**config.mk**
```make
export PLATFORM = sky130hd
export DESIGN_NAME = parity_ecc_port
export DESIGN_NICKNAME = d
export VERILOG_FILES = /design/src/rtl/parity_ecc_pkg.sv /design/src/rtl/byte_parity.sv /design/src/rtl/secded_enc.sv /design/src/rtl/secded_dec.sv /design/src/rtl/err_log.sv /design/src/rtl/parity_ecc_port.sv
export SDC_FILE = /design/constraint.sdc
export NUM_CORES = 1
export LEC_CHECK = 0
export BUFFER_PORTS_ARGS = -buffer_cell sky130_fd_sc_hd__buf_2
export CAP_MARGIN = 15
export CORE_AREA = 2 2 127 129
export DETAILED_ROUTE_END_ITERATION = 8
export DIE_AREA = 0 0 129 131
export PLACE_DENSITY = 0.83
export SETUP_SLACK_MARGIN = 0.5
export SLEW_MARGIN = 5
export SYNTH_ARGS = -nofsm -noshare
export SYNTH_HDL_FRONTEND = slang
export SYNTH_HIERARCHICAL = 1
export SYNTH_SLANG_ARGS = --single-unit
```
**constraint.sdc**
```tcl
create_clock -name clk_i -period 13.3 [get_ports clk_i]
set_clock_uncertainty 0.1 [all_clocks]
set_input_delay 3.325 -clock clk_i [delete_from_list [all_inputs] [get_ports clk_i]]
set_output_delay 3.325 -clock clk_i [all_outputs]
set_load 0.1 [all_outputs]
```
**src/rtl/parity_ecc_pkg.sv**
```systemverilog
package parity_ecc_pkg;
  // number of Hamming check bits for a data width
  function automatic int ecc_r(int dw);
    int r;
    r = 1;
    while ((1 << r) < dw + r + 1) r++;
    return r;
  endfunction
endpackage

```
**src/rtl/byte_parity.sv**
```systemverilog
module byte_parity #(
  parameter int DATA_W = 64,
  localparam int BYTES = DATA_W / 8
) (
  input  logic [DATA_W-1:0] data_i,
  output logic [BYTES-1:0]  par_o
);
  for (genvar b = 0; b < BYTES; b++) begin : g_byte
    assign par_o[b] = ^data_i[b*8 +: 8];
  end
endmodule

```
**src/rtl/secded_enc.sv**
```systemverilog
module secded_enc #(
  parameter int DATA_W = 64,
  localparam int R = parity_ecc_pkg::ecc_r(DATA_W),
  localparam int ECC_W = R + 1,
  localparam int N = DATA_W + R
) (
  input  logic [DATA_W-1:0] data_i,
  output logic [ECC_W-1:0]  ecc_o
);
  logic [R-1:0] chk;
  always_comb begin
    int d;
    d = 0;
    chk = '0;
    for (int p = 1; p <= N; p++) begin
      if ((p & (p - 1)) != 0) begin
        for (int i = 0; i < R; i++)
          if (((p >> i) & 1) == 1) chk[i] = chk[i] ^ data_i[d];
        d++;
      end
    end
  end
  assign ecc_o = {(^data_i) ^ (^chk), chk};
endmodule

```
**src/rtl/secded_dec.sv**
```systemverilog
module secded_dec #(
  parameter int DATA_W = 64,
  localparam int R = parity_ecc_pkg::ecc_r(DATA_W),
  localparam int ECC_W = R + 1,
  localparam int N = DATA_W + R
) (
  input  logic              clk_i,
  input  logic              rst_ni,
  input  logic [DATA_W-1:0] data_i,
  input  logic [ECC_W-1:0]  ecc_i,
  output logic [DATA_W-1:0] data_o,
  output logic              ce_o,
  output logic              ue_o
);
  logic [ECC_W-1:0] ecc_calc;
  logic [R-1:0]     syn;
  logic             ovf;

  secded_enc #(.DATA_W(DATA_W)) u_enc (.data_i(data_i), .ecc_o(ecc_calc));

  assign syn = ecc_calc[R-1:0] ^ ecc_i[R-1:0];
  assign ovf = (^data_i) ^ (^ecc_i);

  always_comb begin
    int d;
    d = 0;
    data_o = data_i;
    ce_o = 1'b0;
    ue_o = 1'b0;
    if (ovf) begin
      if (int'(syn) > N) ue_o = 1'b1;
      else ce_o = 1'b1;
      for (int p = 1; p <= N; p++) begin
        if ((p & (p - 1)) != 0) begin
          if (int'(syn) == p) data_o[d] = ~data_i[d];
          d++;
        end
      end
    end else if (syn != '0) begin
      ue_o = 1'b1;
    end
  end


  ce_ue_excl_chk: assert property (@(posedge clk_i) disable iff (!rst_ni)
    !(ce_o && ue_o));
endmodule

```
**src/rtl/err_log.sv**
```systemverilog
module err_log #(
  parameter int ADDR_W = 10
) (
  input  logic              clk_i,
  input  logic              rst_ni,
  input  logic              wr_i,
  input  logic              perr_i,
  input  logic [ADDR_W-1:0] addr_i,
  input  logic              clr_i,
  output logic              valid_o,
  output logic [ADDR_W-1:0] addr_o
);
  always_ff @(posedge clk_i or negedge rst_ni) begin
    if (!rst_ni) begin
      valid_o <= 1'b0;
      addr_o  <= '0;
    end else begin
      if (clr_i) valid_o <= 1'b0;
      // new error beside a clear becomes the new first error
      if (wr_i && perr_i && (!valid_o || clr_i)) begin
        valid_o <= 1'b1;
        addr_o  <= addr_i;
      end
    end
  end


  log_sticky_chk: assert property (@(posedge clk_i) disable iff (!rst_ni)
    valid_o && !clr_i |=> valid_o && $stable(addr_o));
endmodule

```
**src/rtl/parity_ecc_port.sv**
```systemverilog
module parity_ecc_port #(
  parameter int DATA_W = 64,
  parameter int ADDR_W = 10,
  localparam int BYTES = DATA_W / 8,
  localparam int ECC_W = parity_ecc_pkg::ecc_r(DATA_W) + 1
) (
  input  logic              clk_i,
  input  logic              rst_ni,
  input  logic              req_valid_i,
  output logic              req_ready_o,
  input  logic              req_write_i,
  input  logic [ADDR_W-1:0] req_addr_i,
  input  logic [DATA_W-1:0] req_wdata_i,
  input  logic [BYTES-1:0]  req_wpar_i,
  output logic              rsp_valid_o,
  input  logic              rsp_ready_i,
  output logic [DATA_W-1:0] rsp_rdata_o,
  output logic [BYTES-1:0]  rsp_rpar_o,
  output logic              rsp_ce_o,
  output logic              rsp_ue_o,
  output logic              mem_en_o,
  output logic              mem_we_o,
  output logic [ADDR_W-1:0] mem_addr_o,
  output logic [DATA_W-1:0] mem_wdata_o,
  output logic [ECC_W-1:0]  mem_wecc_o,
  input  logic [DATA_W-1:0] mem_rdata_i,
  input  logic [ECC_W-1:0]  mem_recc_i,
  input  logic              err_clr_i,
  output logic              err_valid_o,
  output logic [ADDR_W-1:0] err_addr_o
);
  logic             accept, rd_accept, wr_accept;
  logic             rsp_q;
  logic [BYTES-1:0] wpar_calc, rpar_calc;
  logic [DATA_W-1:0] dec_data;
  logic             dec_ce, dec_ue;

  assign req_ready_o = !rsp_q || rsp_ready_i;
  assign accept      = req_valid_i && req_ready_o;
  assign rd_accept   = accept && !req_write_i;
  assign wr_accept   = accept && req_write_i;

  // write path: check parity, encode, store regardless
  byte_parity #(.DATA_W(DATA_W)) u_wpar (.data_i(req_wdata_i), .par_o(wpar_calc));
  secded_enc  #(.DATA_W(DATA_W)) u_enc  (.data_i(req_wdata_i), .ecc_o(mem_wecc_o));

  assign mem_en_o    = accept;
  assign mem_we_o    = req_write_i;
  assign mem_addr_o  = req_addr_i;
  assign mem_wdata_o = req_wdata_i;

  err_log #(.ADDR_W(ADDR_W)) u_log (
    .clk_i, .rst_ni,
    .wr_i(wr_accept), .perr_i(|(wpar_calc ^ req_wpar_i)),
    .addr_i(req_addr_i), .clr_i(err_clr_i),
    .valid_o(err_valid_o), .addr_o(err_addr_o)
  );

  // read path: memory answers one cycle after enable
  always_ff @(posedge clk_i or negedge rst_ni) begin
    if (!rst_ni) rsp_q <= 1'b0;
    else if (rd_accept) rsp_q <= 1'b1;
    else if (rsp_ready_i) rsp_q <= 1'b0;
  end

  secded_dec #(.DATA_W(DATA_W)) u_dec (
    .clk_i, .rst_ni,
    .data_i(mem_rdata_i), .ecc_i(mem_recc_i),
    .data_o(dec_data), .ce_o(dec_ce), .ue_o(dec_ue)
  );
  byte_parity #(.DATA_W(DATA_W)) u_rpar (.data_i(dec_data), .par_o(rpar_calc));

  assign rsp_valid_o = rsp_q;
  assign rsp_rdata_o = dec_data;
  assign rsp_ce_o    = rsp_q && dec_ce;
  assign rsp_ue_o    = rsp_q && dec_ue;
  assign rsp_rpar_o  = dec_ue ? ~rpar_calc : rpar_calc;


  rsp_follows_rd_chk: assert property (@(posedge clk_i) disable iff (!rst_ni)
    rd_accept |=> rsp_valid_o);

  rsp_hold_chk: assert property (@(posedge clk_i) disable iff (!rst_ni)
    rsp_valid_o && !rsp_ready_i |=> rsp_valid_o);

  for (genvar b = 0; b < BYTES; b++) begin : g_pchk

    rpar_even_chk: assert property (@(posedge clk_i) disable iff (!rst_ni)
      rsp_valid_o && !rsp_ue_o |-> !(^{rsp_rdata_o[b*8 +: 8], rsp_rpar_o[b]}));

    rpar_poison_chk: assert property (@(posedge clk_i) disable iff (!rst_ni)
      rsp_valid_o && rsp_ue_o |-> (^{rsp_rdata_o[b*8 +: 8], rsp_rpar_o[b]}));
  end
endmodule

```
Word level (Yosys, flattened, before mapping) --
Cells that the tools add are included.
Storage, ports and cells: register bits 12, bits of input ports 160, word-level logic and storage cells 1399
Operators by class: $add $sub $neg 62, magnitude comparators 127, eq/ne operators 64, mux-type cells 579, bitwise gates (word level) 465, reductions and logical operators 99
Operators with widths (number):
- $mux 64 | 126
- $bwmux 64 | 63
- $ge 32x1->1 const B | 63
- $lt 32x8->1 const B | 63
- $mux 32 | 63
- $add 32x2->32 const B | 62
- $xor 1x1->1 | 398
- $bmux 1 s6 | 63
- $demux 1 s6 | 63
- $eq 7x7->1 const B | 38
- $mux 1 | 200
- $reduce_xor 8->1 | 17
- $reduce_xor 64->1 | 2
- $eq 7x6->1 const B | 15
- $logic_and 1x1->1 | 70
- $not 1->1 | 64
- $eq 7x5->1 const B | 7
- $eq 7x4->1 const B | 3
- $mux 8 | 1
- $not 8->8 | 1
- $reduce_or 8->1 | 1
- $xor 8x8->8 | 1
- $eq 7x3->1 const B | 1
- $gt 7x7->1 const B | 1
- other kinds (6) | 10

Longest topological paths before layout --
depth in word-level cells 230, gate-level depth with buffers 15

Hierarchy --
The synthesis kept the hierarchy.
By module, submodules not included:
- secded_enc | instances 2, cells each 118, area an instance 1385.1 um^2, sequential area each 0.0 um^2
- secded_dec | instances 1, cells each 256, area an instance 1836.8 um^2, sequential area each 0.0 um^2
- byte_parity | instances 2, cells each 56, area an instance 490.5 um^2, sequential area each 0.0 um^2
- parity_ecc_port | instances 1, cells each 103, area an instance 792.0 um^2, sequential area each 25.0 um^2
- err_log | instances 1, cells each 26, area an instance 420.4 um^2, sequential area each 275.3 um^2

Worst setup path before layout --
No wires, ideal clock.
kind input-to-output, from in mem_rdata_i[41], to out rsp_rpar_o[0], arrival time 9.430 ns, slack 0.445 ns, stages on the path 15, path buffers 1, path through xnor3_1 xnor3_2 xnor3_1 xor3_2 xnor2_1 inv_1 or2_1 nor2_1 buf_1 nand3_1 xnor2_1 xnor2_1 xnor2_1 xnor2_1 xor2_1
On the way: elaborated cells on any way between the ends 550
RTL lines:
- start: declaration | RTL line parity_ecc_port.sv:26 | input logic [DATA_W-1:0] mem_rdata_i,
- $xor 1x1->1 (*) (16 in series) | RTL line secded_enc.sv:18 | if (((p >> i) & 1) == 1) chk[i] = chk[i] ^ data_i[d];
- named net u_dec.ecc_calc[5] | RTL line secded_dec.sv:15 | logic [ECC_W-1:0] ecc_calc;
- $xor 7x7->7 (*) | RTL line secded_dec.sv:21 | assign syn = ecc_calc[R-1:0] ^ ecc_i[R-1:0];
- $eq 7x4->1 | RTL line secded_dec.sv:35 | if (int'(syn) == p) data_o[d] = ~data_i[d];
- $mux 64 | RTL line secded_dec.sv:35
- $mux 64 | RTL line secded_dec.sv:30 | if (ovf) begin
- $bwmux 64 | RTL line secded_dec.sv:35
- $mux 64 | RTL line secded_dec.sv:35
- (+181 left out)
- $bwmux 64 | RTL line secded_dec.sv:35
- $mux 64 (*) | RTL line secded_dec.sv:35
- $mux 64 (*) | RTL line secded_dec.sv:30
- named net rsp_rdata_o[5] | RTL line parity_ecc_port.sv:17 | output logic [DATA_W-1:0] rsp_rdata_o,
- $reduce_xor 8->1 (*) | RTL line byte_parity.sv:9 | assign par_o[b] = ^data_i[b*8 +: 8];
- named net rpar_calc[0] | RTL line parity_ecc_port.sv:34 | logic [BYTES-1:0] wpar_calc, rpar_calc;
- $not 8->8 | RTL line parity_ecc_port.sv:77 | assign rsp_rpar_o = dec_ue ? ~rpar_calc : rpar_calc;
- $mux 8 (*) | RTL line parity_ecc_port.sv:77
- end: declaration | RTL line parity_ecc_port.sv:18 | output logic [BYTES-1:0] rsp_rpar_o,
The timed path passes the listed nets; every way through them passes the cells marked *. The select of a mux whose other input is x is not followed.

Final worst setup path --
from in mem_rdata_i[46], to out rsp_rpar_o[0]
On the way: elaborated cells on any way between the ends 561
RTL lines (RTL line):
- $xor 1x1->1 (*) (10 in series) | secded_enc.sv:18
- named net u_dec.ecc_calc[0] | secded_dec.sv:15
- $xor 7x7->7 (*) | secded_dec.sv:21
- $eq 7x3->1 | secded_dec.sv:35
- $mux 1 | secded_dec.sv:35
- $mux 1 | secded_dec.sv:30
- $bwmux 64 | secded_dec.sv:35
- $mux 64 | secded_dec.sv:35
- (+183 left out)
- $mux 64 | secded_dec.sv:30
- $bwmux 64 | secded_dec.sv:35
- $mux 64 (*) | secded_dec.sv:35
- $mux 64 (*) | secded_dec.sv:30
- $reduce_xor 8->1 (*) | byte_parity.sv:9
- named net rpar_calc[0] | parity_ecc_port.sv:34
- $not 8->8 | parity_ecc_port.sv:77
- $mux 8 (*) | parity_ecc_port.sv:77
Marks and branches as above.

==> flow_summary.ini <==
[clocking]
cts_made_buffers = 3
cts_tree = built
htree_num_levels = 1
clk-insertion-delay-late_ns = 0.24
clock-sinks = 12
cts_root_buffer = sky130_fd_sc_hd__clkbuf_16
cts_resized = 0
cts_hold_buffers = 0
postCtsSetupRepairBufs = 0
cts.reportedPaths.clkPinSlew_ns = 0.04
ctsLongestPathBuffers = 2

[setup_path]
regToRegSetupSlack_ns = 11.53
r2r.worst_path.cells = 5
critical_path_fanouts_max = 5
critPathRequiredTime_ns = 9.88
end_kind = output port
crit_path_cell_trace = buf_2 > xnor2_1 > xnor2_1 > xor2_1 > xnor3_4 > xnor2_1 > xnor2_1 > xor2_1 > nand2_1 > nor2_1 > nand3_1 > xnor2_1 > xnor2_1 > xnor2_1 > xnor2_1 > xor2_1 > buf_2
critical_path.most_common_cell = sky130_fd_sc_hd__xnor2_1
crit_type = in2out
critPathLaunchType = primary input
critical-path-max-stage-delay_ns = 0.54
slowest_stage_cell_cp = sky130_fd_sc_hd__nor2_1
crit_arrival_ns = 7.83

[floorplanning]
num_rows = 46
die_span_x_um = 129
io-pin-count = 331
placeableCoreArea_sq_mm = 0.0156
starting_density_pct = 42.7
fp.dieArea_sq_mm = 0.0169
die_y_um = 131

[detailed_routing]
pre_repair_dr_iteration_count = 5
drt_first_iter_violations = 546
final_antenna_net_count = 0
drt_drc_violations_left = 0
post_drt_via_cell_ratio = 5.02
drt_wl_total_um = 21800
wire_per_inst_um = 18.3
route.vias.total = 5994

[timing]
maxClockFrequency_mhz = 88.9
tns_ns = 0
actual_transition_at_the_worst_max_transition_pin_ns = 1.14
min_period_ns = 11.25
report.final.slew_viol_count = 0
rsz0062_at_grt = false
slew_headroom_pct = 23.8
final_hold_viol_count = 0
setup_viol_count_final = 0
final.period_utilization_pct = 84.6

[outcome]
result_of_the_run = completed

[grt]
antenna_found_initial = 2
globalRoute.totalOverflow = 0
globalRouteTotalUtil_pct = 23.9
grt_pass1_wl_um = 31100
first_global_vias = 5632
grt_start_max_net_pins = 59

[logic_synthesis]
post_synth_inst_count = 727
syn_area_per_cell_sq_um = 9.16
yosys_warnings = 6
synthesis.area_sq_mm = 0.00666
synth.net_count = 887

[final_layout]
diodes = 0
fillCellCount = 1460
area_delta_synth_final_pct = 21.0
drive_gt1_share_pct = 37.2
final_net_count = 1138

[run]
timing.max_cap.violations = 0

[place]
buffer_ports.inserted = 330
last_weighted_congestion_value_of_the_routability_driven_placer = 0.994
hpwl_um = 18900

[min_path]
class_of_the_tightest_hold_or_removal_check = reg2reg
whs_path_depth = 1
[worst paths after layout]
check	from	endpoint
max in group asynchronous	rst_ni	u_log/addr_o[1]$_DFFE_PN0P_
min	u_log/addr_o[9]$_DFFE_PN0P_	u_log/addr_o[9]$_DFFE_PN0P_
min reg2reg	u_log/addr_o[9]$_DFFE_PN0P_	u_log/addr_o[9]$_DFFE_PN0P_
max	mem_rdata_i[46]	rsp_rpar_o[0]
min in group asynchronous	rst_ni	u_log/addr_o[6]$_DFFE_PN0P_
max reg2reg	rsp_valid_o$_DFFE_PN0P_	u_log/addr_o[7]$_DFFE_PN0P_
[flip-flops by register name, summed over array words and instances (netlist names)]
name           count
u_log/addr_o      10
u_log/valid_o      1
rsp_valid_o        1
[cells in the final DEF, fill, tap and decap left out, types with 5 or more instances in the layout]
master,instances
sky130_fd_sc_hd__buf_2,330
sky130_fd_sc_hd__dfrtp_1,12
sky130_fd_sc_hd__mux2_2,10
sky130_fd_sc_hd__nand2_1,11
sky130_fd_sc_hd__nand3_1,64
sky130_fd_sc_hd__nor2_1,20
sky130_fd_sc_hd__xnor2_1,382
sky130_fd_sc_hd__xnor2_2,5
sky130_fd_sc_hd__xnor3_1,30
sky130_fd_sc_hd__xor2_1,72
sky130_fd_sc_hd__xor3_1,5
[area by class of cell]
type | instances | area, sq um | share of cell area, %
tap | 216 | 270 | 3.35
clock buffer | 4 | 88.8 | 1.10
timing repair buffer | 333 | 1670 | 20.8
inverter | 4 | 15.0 | 0.186
multi-input combinational | 624 | 5710 | 70.9
sequential | 12 | 300 | 3.72
[critical path: cells and delay by family]
family / cells / cell delay (ns)
xor gates and xnor gates: 12 / 2.96
buffers and inverters: 2 / 0.63
and+or+nand+nor: 3 / 0.89
[per-stage QoR]
step           setup slack (ns)  hold slack (ns)  cell area [sq um]  util, %  instances
2_1_floorplan             0.499            0.900               6680        -        727
3_3_place_gp               2.23            0.384               7970     51.1       1189
3_5_place_dp               2.17            0.390               7970     51.1       1189
4_1_cts                    2.16            0.399               8060     51.7       1193
5_1_grt                    1.78            0.416               8060     51.7       1193
6_report                   2.05            0.393               8060     51.7       1193
[layer usage]
layer / vias to the layer above / share of wire [%] / GRT usage (%)
met5: - / 0.060 / 0
met4: 2 / 3.6 / 8.57
met3: 61 / 10 / 5.09
met2: 394 / 48 / 41.9
met1: 2812 / 38 / 29.0
li1: 2725 / - / -
Power is not shown: default switching activity piles up to over one toggle a cycle in this logic, so the estimate is an artifact.
